**src/rtl/cascade_ring_timer.sv**
```systemverilog
module cascade_ring_timer #(
  parameter int K = 1000
) (
  input  logic clk,
  input  logic clear,
  input  logic start,
  output logic done,
  output logic busy
);

  function automatic int ndig(input int k);
    int n;
    n = 0;
    while (k > 0) begin
      k = k / 16;
      n = n + 1;
    end
    return n;
  endfunction

  function automatic int digit(input int k, input int l);
    for (int i = 0; i < l; i++) k = k / 16;
    return k % 16;
  endfunction

  function automatic int ntok(input int k);
    int s;
    s = 0;
    while (k > 0) begin
      s = s + k % 16;
      k = k / 16;
    end
    return s;
  endfunction

  function automatic int lev(input int k, input int p);
    int acc, res;
    bit found;
    acc = 0;
    res = 0;
    found = 1'b0;
    for (int l = ndig(k) - 1; l >= 0; l--) begin
      acc = acc + digit(k, l);
      if (!found && p < acc) begin
        res = l;
        found = 1'b1;
      end
    end
    return res;
  endfunction

  localparam int ND = ndig(K);
  localparam int NT = (ND > 0) ? ND : 1;
  localparam int M  = ntok(K);
  localparam int MW = (M > 0) ? M : 1;

  logic [NT-1:0] tick;
  logic [MW-1:0] tok;
  logic          go;

  assign busy    = |tok;
  assign go      = start & ~busy & ~clear;
  assign tick[0] = busy;

  for (genvar l = 0; l + 1 < ND; l++) begin : g_ring
    logic [15:0] ring;
    always_ff @(posedge clk) begin
      if (clear || go) ring <= 16'h0001;
      else if (tick[l]) ring <= {ring[14:0], ring[15]};
    end
    assign tick[l+1] = tick[l] & ring[15];
  end

  if (M == 0) begin : g_none
    assign tok  = '0;
    assign done = go;
  end else begin : g_tok
    for (genvar p = 0; p < M; p++) begin : g_pos
      localparam int LV = lev(K, p);
      logic t, enter;
      if (p == 0) begin : g_first
        assign enter = go;
      end else begin : g_next
        assign enter = tok[p-1] & tick[lev(K, p - 1)];
      end
      always_ff @(posedge clk) begin
        if (clear) t <= 1'b0;
        else       t <= enter | (t & ~tick[LV]);
      end
      assign tok[p] = t;
    end
    assign done = tok[M-1] & tick[lev(K, M - 1)];
  end

endmodule

```
**config.mk**
```make
export PLATFORM = sky130hd
export DESIGN_NAME = cascade_ring_timer
export DESIGN_NICKNAME = d
export VERILOG_FILES = /design/src/rtl/cascade_ring_timer.sv
export SDC_FILE = /design/constraint.sdc
export NUM_CORES = 1
export LEC_CHECK = 0
export BUFFER_PORTS_ARGS = -buffer_cell sky130_fd_sc_hd__buf_4
export CAP_MARGIN = 10
export CORE_AREA = 4 4 79 99
export DETAILED_ROUTE_END_ITERATION = 10
export DIE_AREA = 0 0 83 103
export GPL_TIMING_DRIVEN = 0
export PLACE_DENSITY = 0.61
export SETUP_SLACK_MARGIN = 0.05
export SYNTH_ARGS = -nofsm -noshare
export SYNTH_HDL_FRONTEND = slang
export SYNTH_SLANG_ARGS = --single-unit
```
**constraint.sdc**
```tcl
create_clock -name clk -period 4.7 [get_ports clk]
set_input_delay 0.47 -clock clk [delete_from_list [all_inputs] [get_ports clk]]
set_output_delay 0.47 -clock clk [all_outputs]
set_load 0.005 [all_outputs]
```
Word-level counts from Yosys, hierarchy flattened --
Cells that the tools add are included.
Storage, ports and cells: register bits 57, output and inout bits 2, word-level logic and storage cells 112
Cells by class: bitwise gates (word level) 83, reduce and logical (&&, ||, !) cells 2
Operators by type and width (number):
- $and 1x1->1 | 54
- $or 1x1->1 | 25
- $reduce_or 25->1 | 1
- $not 1->1 | 4
- $logic_or 1x1->1 | 1

Depth between registers and ports, before layout --
Gate-level depths: netlist of the first run.
word-level depth 6, depth in mapped cells 6, depth with buffers taken out 4

Worst setup path before layout of the first run --
OpenSTA, ideal clock, no wires.
path type reg2out, start register (tool-made name), end output port busy, arrival 1185 ps, required time 4230 ps, slack 3045 ps, cell stages (with the launch flop) 6, path buffers 2, path through dfxtp_1 -> nor4_4 -> and4_1 -> buf_4 -> nand2_2 -> buf_6
RTL lines:
- end, declared | line 8 | output logic busy

==> results_dict.tcl, run 1 <==
set metrics [dict create \
    status "finished, final reports clean" \
    rows 34 \
    firstDrtPassIters 4 \
    core_area_mm2 0.00689 \
    design_area_mm2 0.00301 \
    path_class "reg2out" \
    antenna-diode-count 0 \
    netlist_instances 273 \
    drv_slew 0 \
    period_share 0.476 \
    p_sw_mw 0.237 \
    drv_cap 0 \
    placedCellCount 366 \
    num_vias 2030 \
    endpoint_kind "output pin" \
    start_util 0.392 \
    root_buffer "clkbuf_8" \
    ant_nets 0 \
    drive_gt1_frac 0.182 \
    grt_pass1_wl_mm 9.94 \
    setup-tns-final_ps 0 \
    postRouteWirelength_mm 5.50 \
    clk_latency_ps 330 \
    layout_common_cells "dfxtp_1 (57), nand2_1 (30), clkbuf_1 (19)" \
    crit_end "busy" \
    critical-path-slowest-cell "nor4_4" \
    rrSetupSlack_ps 2990 \
    synth_top_area_cell "dfxtp_1" \
    fin_skew_ps 9.20 \
    worstHoldStart "start" \
    path_common_cell "buf_4" \
    drt_iter0_drc 155 \
    swShare 0.246 \
    worstPathArrival_ps 1770 \
    viasPerCell 5.31 \
    min_path_type "in2reg" \
    start_kind "flip-flop" \
    yosysWarnings 0 \
    netlist_top_cells_area "dfxtp_1 (42%), o41ai_2 (9.0%), a221o_1 (5.6%)" \
    seq_power_share 0.507 \
    r2r_cells 5 \
    area_growth_pct 11.4 \
    synth.top_cell.area_share 0.423 \
    cts_tree "done" \
    dieArea_mm2 0.00855 \
    worstMarginPinSlew_ps 711 \
    syn-num-nets 276 \
    grt_overflow 0 \
    final_common_cell "dfxtp_1" \
    crit_chain "nor4_4, and4_1, buf_4, nand2_2, buf_6, buf_4" \
    die_h_um 103 \
    grt_antenna_before_repair 0 \
    cts-hold-fix-buffers 0 \
    grt_max_degree 11 \
    port_buffers 3 \
    fmax_ghz 0.447 \
    peakVddDrop_v 0.000209 \
    crit_fanout 10 \
    combPwrFrac 0.074 \
    period_minus_slack_ps 2240 \
    nets 290 \
    fin_ws_ps 2460 \
    htree_num_levels 3 \
    placed_area_mm2 0.00284 \
    rsz0062_at_grt "false" \
    slew_headroom 0.526 \
    p_int_mw 0.726 \
    dp_hpwl_mm 3.69 \
    wl_per_cell_um 14.4 \
    power_mw 0.963 \
    fin_util 0.437 \
    place_congestion 0.704 \
    clkTransAtPathRegs_ps 60 \
    setup_viol 0 \
    layout.cells.non_filler 382 \
    yosysUniqueCellTypes 33 \
    grt_usage 0.145 \
    grt_pass1_vias 2049 \
    netlist_area_mm2 0.00270 \
    critical_path.max_stage_delay_ps 350 \
    cts_max_path_buffers 2 \
    power.density_mw_per_mm2 320 \
    p_leak_nw 1.10 \
    cts_resized 0 \
    clkPwrFrac 0.418 \
    synth_area_per_cell_um2 9.89 \
    place_ws_ps 2790 \
    yosysSeqAreaShare 0.423 \
    cts_setup_buffers 0 \
    die_w_um 83 \
    hold_violations 0 \
    drc 0 \
    required_ps 4230 \
    io_pins 5 \
    hold_ws_ps 452 \
    cts-buffers-inserted 9 \
    cts.sinks 57 \
    synth-seq-cells 57 \
]
-- worst min path at each step --
stage	cells after the start	endpoint	slack (ps)
after global placement	2	g_tok.g_pos[17].t	460
final	2	g_ring[1].ring[0]	450
after CTS	2	g_ring[1].ring[0]	430
after floorplan	2	g_tok.g_pos[17].t	430
after global routing	2	g_ring[1].ring[0]	450
after detailed placement	2	g_tok.g_pos[17].t	460
-- cell families (layout without fill, tap and decap cells) --
logic type | Yosys count | after routing | share of synthesized area
buf+inv | 45 | 64 | 0.0783
flops | 57 | 57 | 0.423
mux | 15 | 15 | 0.0556
simple gates | 88 | 88 | 0.215
compound gates | 68 | 68 | 0.228
-- cell usage after synthesis (all sizes together) --
master	n
dfxtp	57
nand2	31
o21ai	18
clkbuf	17
a21oi	16
inv	16
a221o	15
mux2i	15
nand2b	15
nand4b	15
o41ai	15
buf	12
nor4	6
and3	5
nor2	5
nor2b	4
and4	2
nand3	2
a31o	1
nand3b	1
nand4	1
nor3	1
o211ai	1
o221ai	1
o41a	1
-- critical path, delay by kind of cell (launching register included) --
| family | cells | cell delay (ps) |
|---|---|---|
| simple gates | 3 | 660 |
| buf+inv | 3 | 440 |
| flops | 1 | 330 |
-- metal layers --
metal	vias up	track usage	share of wire
li1	1021	-	-
met1	978	0.173	0.47
met2	27	0.246	0.49
met3	4	0.0440	0.028
met4	0	0.0566	0.0098
met5	-	0	0
-- power by group through the flow --
stage	registers (mW)	clock network (mW)	logic (mW)
CTS	0.488	0.419	0.0724
finish	0.488	0.403	0.0717
floorplan	0.499	0	0.0536
detailed placement	0.499	0	0.0724
global placement	0.499	0	0.0725
global route	0.489	0.440	0.0792
-- final cells by class --
class                           count  area (µm²)
Multi-Input combinational cell    171        1350
Sequential cell                    57        1140
Timing Repair Buffer                3        22.5
Buffer                             29         151
Fill cell                         694        3880
Tap cell                           90         113
Clock buffer                       13         159
Inverter                           16        60.1
Clock inverter                      3        15.0
(Power assumes the default switching activity.)
==> inputs of run 2 (changes only) <==
Settings changed: PLACE_DENSITY 0.61 to 0.63.
Clock period 4.7 ns to 2 ns, I/O delays scaled along.
==> run 2 against run 1 <==
- clock power rose to 2.8 times the previous value
- combinational power grew to 2.5 times the previous value
- core utilization rose by 1.7 points
- die area stayed put
- register-to-register slack got worse by 2800 ps
- sequential share of layout area fell by 1.3 points
- highest routed layer unchanged
- sequential power rose by 140%
- global-route usage shrank 0.69 points
- critical endpoint unchanged
- critical path type unchanged
- cell count rose by 1.6%
- total power increased to 2.5 times the previous value
- largest power group unchanged
==> results_dict.tcl, run 2 (synthesis results as in run 1) <==
set metrics [dict create \
    period_minus_slack_ps 1870 \
    start_kind "flip-flop" \
    placed_area_mm2 0.00284 \
    area_growth_pct 15.7 \
    dieArea_mm2 0.00855 \
    viasPerCell 5.29 \
    fin_skew_ps 9.82 \
    nets 296 \
    htree_num_levels 3 \
    postRouteWirelength_mm 5.45 \
    wl_per_cell_um 14.0 \
    endpoint_kind "output pin" \
    setup_viol 0 \
    cts_tree "done" \
    placedCellCount 366 \
    layout.cells.non_filler 388 \
    ant_nets 0 \
    core_area_mm2 0.00689 \
    grt_overflow 0 \
    grt_pass1_vias 2017 \
    drv_cap 0 \
    drc 0 \
    rsz0062_at_grt "false" \
    worstMarginPinSlew_ps 684 \
    start_util 0.392 \
    fin_ws_ps 125 \
    rrSetupSlack_ps 230 \
    crit_end "busy" \
    hold_violations 0 \
    power.density_mw_per_mm2 786 \
    die_w_um 83 \
    fmax_ghz 0.533 \
    die_h_um 103 \
    antenna-diode-count 0 \
    grt_usage 0.138 \
    peakVddDrop_v 0.000575 \
    fin_util 0.453 \
    grt_antenna_before_repair 0 \
    hold_ws_ps 148 \
    drv_slew 0 \
    design_area_mm2 0.00312 \
    status "finished, final reports clean" \
    cts-hold-fix-buffers 0 \
    cts_max_path_buffers 2 \
    slew_headroom 0.544 \
    period_share 0.937 \
    drt_iter0_drc 126 \
    place_ws_ps 306 \
    setup-tns-final_ps 0 \
    clk_latency_ps 340 \
    final_common_cell "dfxtp_1" \
    worstPathArrival_ps 1670 \
    drive_gt1_frac 0.205 \
    num_vias 2052 \
    layout_common_cells "dfxtp_1 (55), nand2_1 (30), clkbuf_1 (19)" \
    power_mw 2.46 \
    root_buffer "clkbuf_8" \
    p_leak_nw 1.16 \
    r2r_cells 6 \
    required_ps 1800 \
    cts.sinks 57 \
    dp_hpwl_mm 3.70 \
    grt_pass1_wl_mm 9.49 \
    path_class "reg2out" \
    min_path_type "in2reg" \
    grt_max_degree 11 \
    crit_fanout 3 \
    cts-buffers-inserted 9 \
    port_buffers 3 \
    rows 34 \
    clkTransAtPathRegs_ps 70 \
    place_congestion 0.719 \
    io_pins 5 \
    firstDrtPassIters 4 \
]
run 2: worst max-delay path, cell delays in order, from the launching register on:
cell and delay [ps]:
dfxtp_2 340, nor4_4 330, and4_1 250, buf_6 110, nand2_4 50, buf_8 120
buf_4 120
run 2: final cells by class:
class	instances	area, µm²
repair buffers	9	67.6
clock inverters	2	35.0
inverters	16	60.1
well taps	90	113
fillers	682	3770
clock buffers	14	173
plain buffers	29	161
flip-flops and latches	57	1140
multi-input cells	171	1370
run 2: worst min path at each step:
stage / start / end / slack (ps) / depth (start not counted)
2_1_floorplan: start / g_ring[1].ring[0] / 340 / 1
3_5_place_dp: flip-flop / g_tok.g_pos[17].t / 450 / 2
4_1_cts: start / g_ring[1].ring[0] / 130 / 2
6_report: start / g_ring[1].ring[0] / 150 / 2
3_3_place_gp: flip-flop / g_tok.g_pos[17].t / 450 / 2
5_1_grt: start / g_ring[1].ring[0] / 160 / 2
run 2: power by group:
part           internal (mW)  switching (mW)
logic                 0.0652           0.117
registers               1.14         0.00533
clock network          0.676           0.449
total                   1.88           0.571
run 2: timing repair:
item,in CTS,in global routing
hold endpoints to repair,0,0
pin swaps,4,3
buffers inserted,3,3
resized for setup,3,5
endpoints found under the setup margin,1,1
run 2: layer usage:
layer / up-vias / track usage / wire length [µm]
met2: 24 / 0.233 / 2670
met5: - / 0 / 0
met3: 9 / 0.0368 / 165
met1: 986 / 0.163 / 2520
li1: 1033 / - / -
met4: 0 / 0.0679 / 92
==> inputs of run 3 (changes only) <==
Settings changed: PLACE_DENSITY 0.63 to not set.
==> run 3 against run 2 <==
- global-route usage is 0.57 points higher
- fmax grew 0.72%
- count of clock-buffer cells in the layout is 4 lower
- sequential power hardly changed
- largest power group unchanged
- first-iteration DRC count down 25%
- sequential share of layout area is 0.84 points higher
- die area stayed put
- highest routed layer unchanged
- cell area shrank 2.1%
- cell count shrank 0.77%
- clock skew decreased by 2.1 ps
- wire length increased by 4.2%
==> results_dict.tcl, run 3 (synthesis results as in run 1) <==
set metrics [dict create \
    rrSetupSlack_ps 240 \
    drc 0 \
    drv_slew 0 \
    clk_latency_ps 340 \
    grt_usage 0.144 \
    setup_viol 0 \
    endpoint_kind "output pin" \
    rows 34 \
    layout_common_cells "dfxtp_1 (54), nand2_1 (30), clkbuf_1 (17), o21ai_1 (17)" \
    htree_num_levels 3 \
    status "finished, final reports clean" \
    root_buffer "clkbuf_8" \
    io_pins 5 \
    slew_headroom 0.521 \
    crit_end "busy" \
    antenna-diode-count 0 \
    area_growth_pct 13.2 \
    dp_hpwl_mm 3.72 \
    p_leak_nw 1.13 \
    placedCellCount 366 \
    crit_fanout 3 \
    cts_tree "done" \
    rsz0062_at_grt "false" \
    drt_iter0_drc 94 \
    drv_cap 0 \
    die_h_um 103 \
    grt_antenna_before_repair 0 \
    power_mw 2.28 \
    viasPerCell 5.43 \
    ant_nets 0 \
    path_class "reg2out" \
    drive_gt1_frac 0.207 \
    hold_violations 0 \
    r2r_cells 6 \
    cts-buffers-inserted 9 \
    final_common_cell "dfxtp_1" \
    fmax_ghz 0.537 \
    setup-tns-final_ps 0 \
    cts.sinks 57 \
    period_minus_slack_ps 1860 \
    required_ps 1800 \
    port_buffers 3 \
    grt_pass1_vias 2083 \
    min_path_type "in2reg" \
    layout.cells.non_filler 385 \
    fill_cells 697 \
    grt_pass1_wl_mm 9.85 \
    worstHoldStart "start" \
    start_kind "flip-flop" \
    worstMarginPinSlew_ps 718 \
    core_area_mm2 0.00689 \
    dieArea_mm2 0.00855 \
    place_congestion 0.753 \
    grt_max_degree 11 \
    postRouteWirelength_mm 5.68 \
    nets 293 \
    cts_max_path_buffers 2 \
    wl_per_cell_um 14.7 \
    worstPathArrival_ps 1660 \
    fin_skew_ps 7.73 \
    num_vias 2092 \
    start_util 0.392 \
    clkTransAtPathRegs_ps 70 \
    period_share 0.931 \
    grt_overflow 0 \
    power.density_mw_per_mm2 746 \
    peakVddDrop_v 0.000601 \
    firstDrtPassIters 4 \
    die_w_um 83 \
]
[run 3: critical path: stages (launching register included)]
cell and delay [ps]:
dfxtp_2 330, nor4_4 340, and4_1 250, buf_6 110, nand2_4 50, buf_8 120, buf_4 120
[run 3: report_power, final]
group          switching (mW)  total (mW)  internal, mW
clock network           0.472       0.945         0.473
logic                   0.122       0.187        0.0653
registers             0.00550        1.15          1.14
total                   0.599        2.28          1.68
[run 3: final cells by class]
| cell class | instances | area (µm²) | area share |
|---|---|---|---|
| multi-input cells | 171 | 1360 | 0.445 |
| flip-flops and latches | 57 | 1140 | 0.375 |
| plain buffers | 29 | 161 | 0.0528 |
| clock buffers | 10 | 138 | 0.0450 |
| well taps | 90 | 113 | 0.0368 |
| inverters | 16 | 60.1 | 0.0196 |
| repair buffers | 6 | 45.0 | 0.0147 |
| clock inverters | 6 | 33.8 | 0.0111 |
[run 3: metrics by stage]
| step | hold slack (ps) | instance area (µm²) | worst slack (ps) | util |
|---|---|---|---|---|
| final | 145 | 3060 | 139 | 0.444 |
| after global routing | 154 | 3060 | 54.8 | 0.444 |
| after CTS | 143 | 3030 | 55.2 | 0.440 |
| after detailed placement | 457 | 2840 | 279 | 0.411 |
| after global placement | 456 | 2840 | 284 | 0.411 |
| after floorplan | 342 | 2700 | 499 | - |
[run 3: timing repair]
item | in CTS | in global routing
hold buffers | 0 | 0
endpoints found under the setup margin | 1 | 1
setup buffers | 2 | 1
pin swaps | 2 | 5
resized for setup | 3 | 5
[run 3: how the worst min path moves through the flow]
stage / end / slack (ps) / depth (start not counted)
CTS: g_ring[1].ring[0] / 140 / 2
detailed placement: g_tok.g_pos[17].t / 460 / 2
global placement: g_tok.g_pos[17].t / 460 / 2
floorplan: g_ring[1].ring[0] / 340 / 1
finish: g_ring[1].ring[0] / 140 / 2
global route: g_ring[1].ring[0] / 150 / 2
[run 3: metal layers]
metal,GRT usage,share of wire,vias up
li1,-,-,1030
met1,0.172,0.46,1032
met2,0.245,0.50,24
met3,0.0336,0.024,6
met4,0.0679,0.017,0
met5,0,0,-
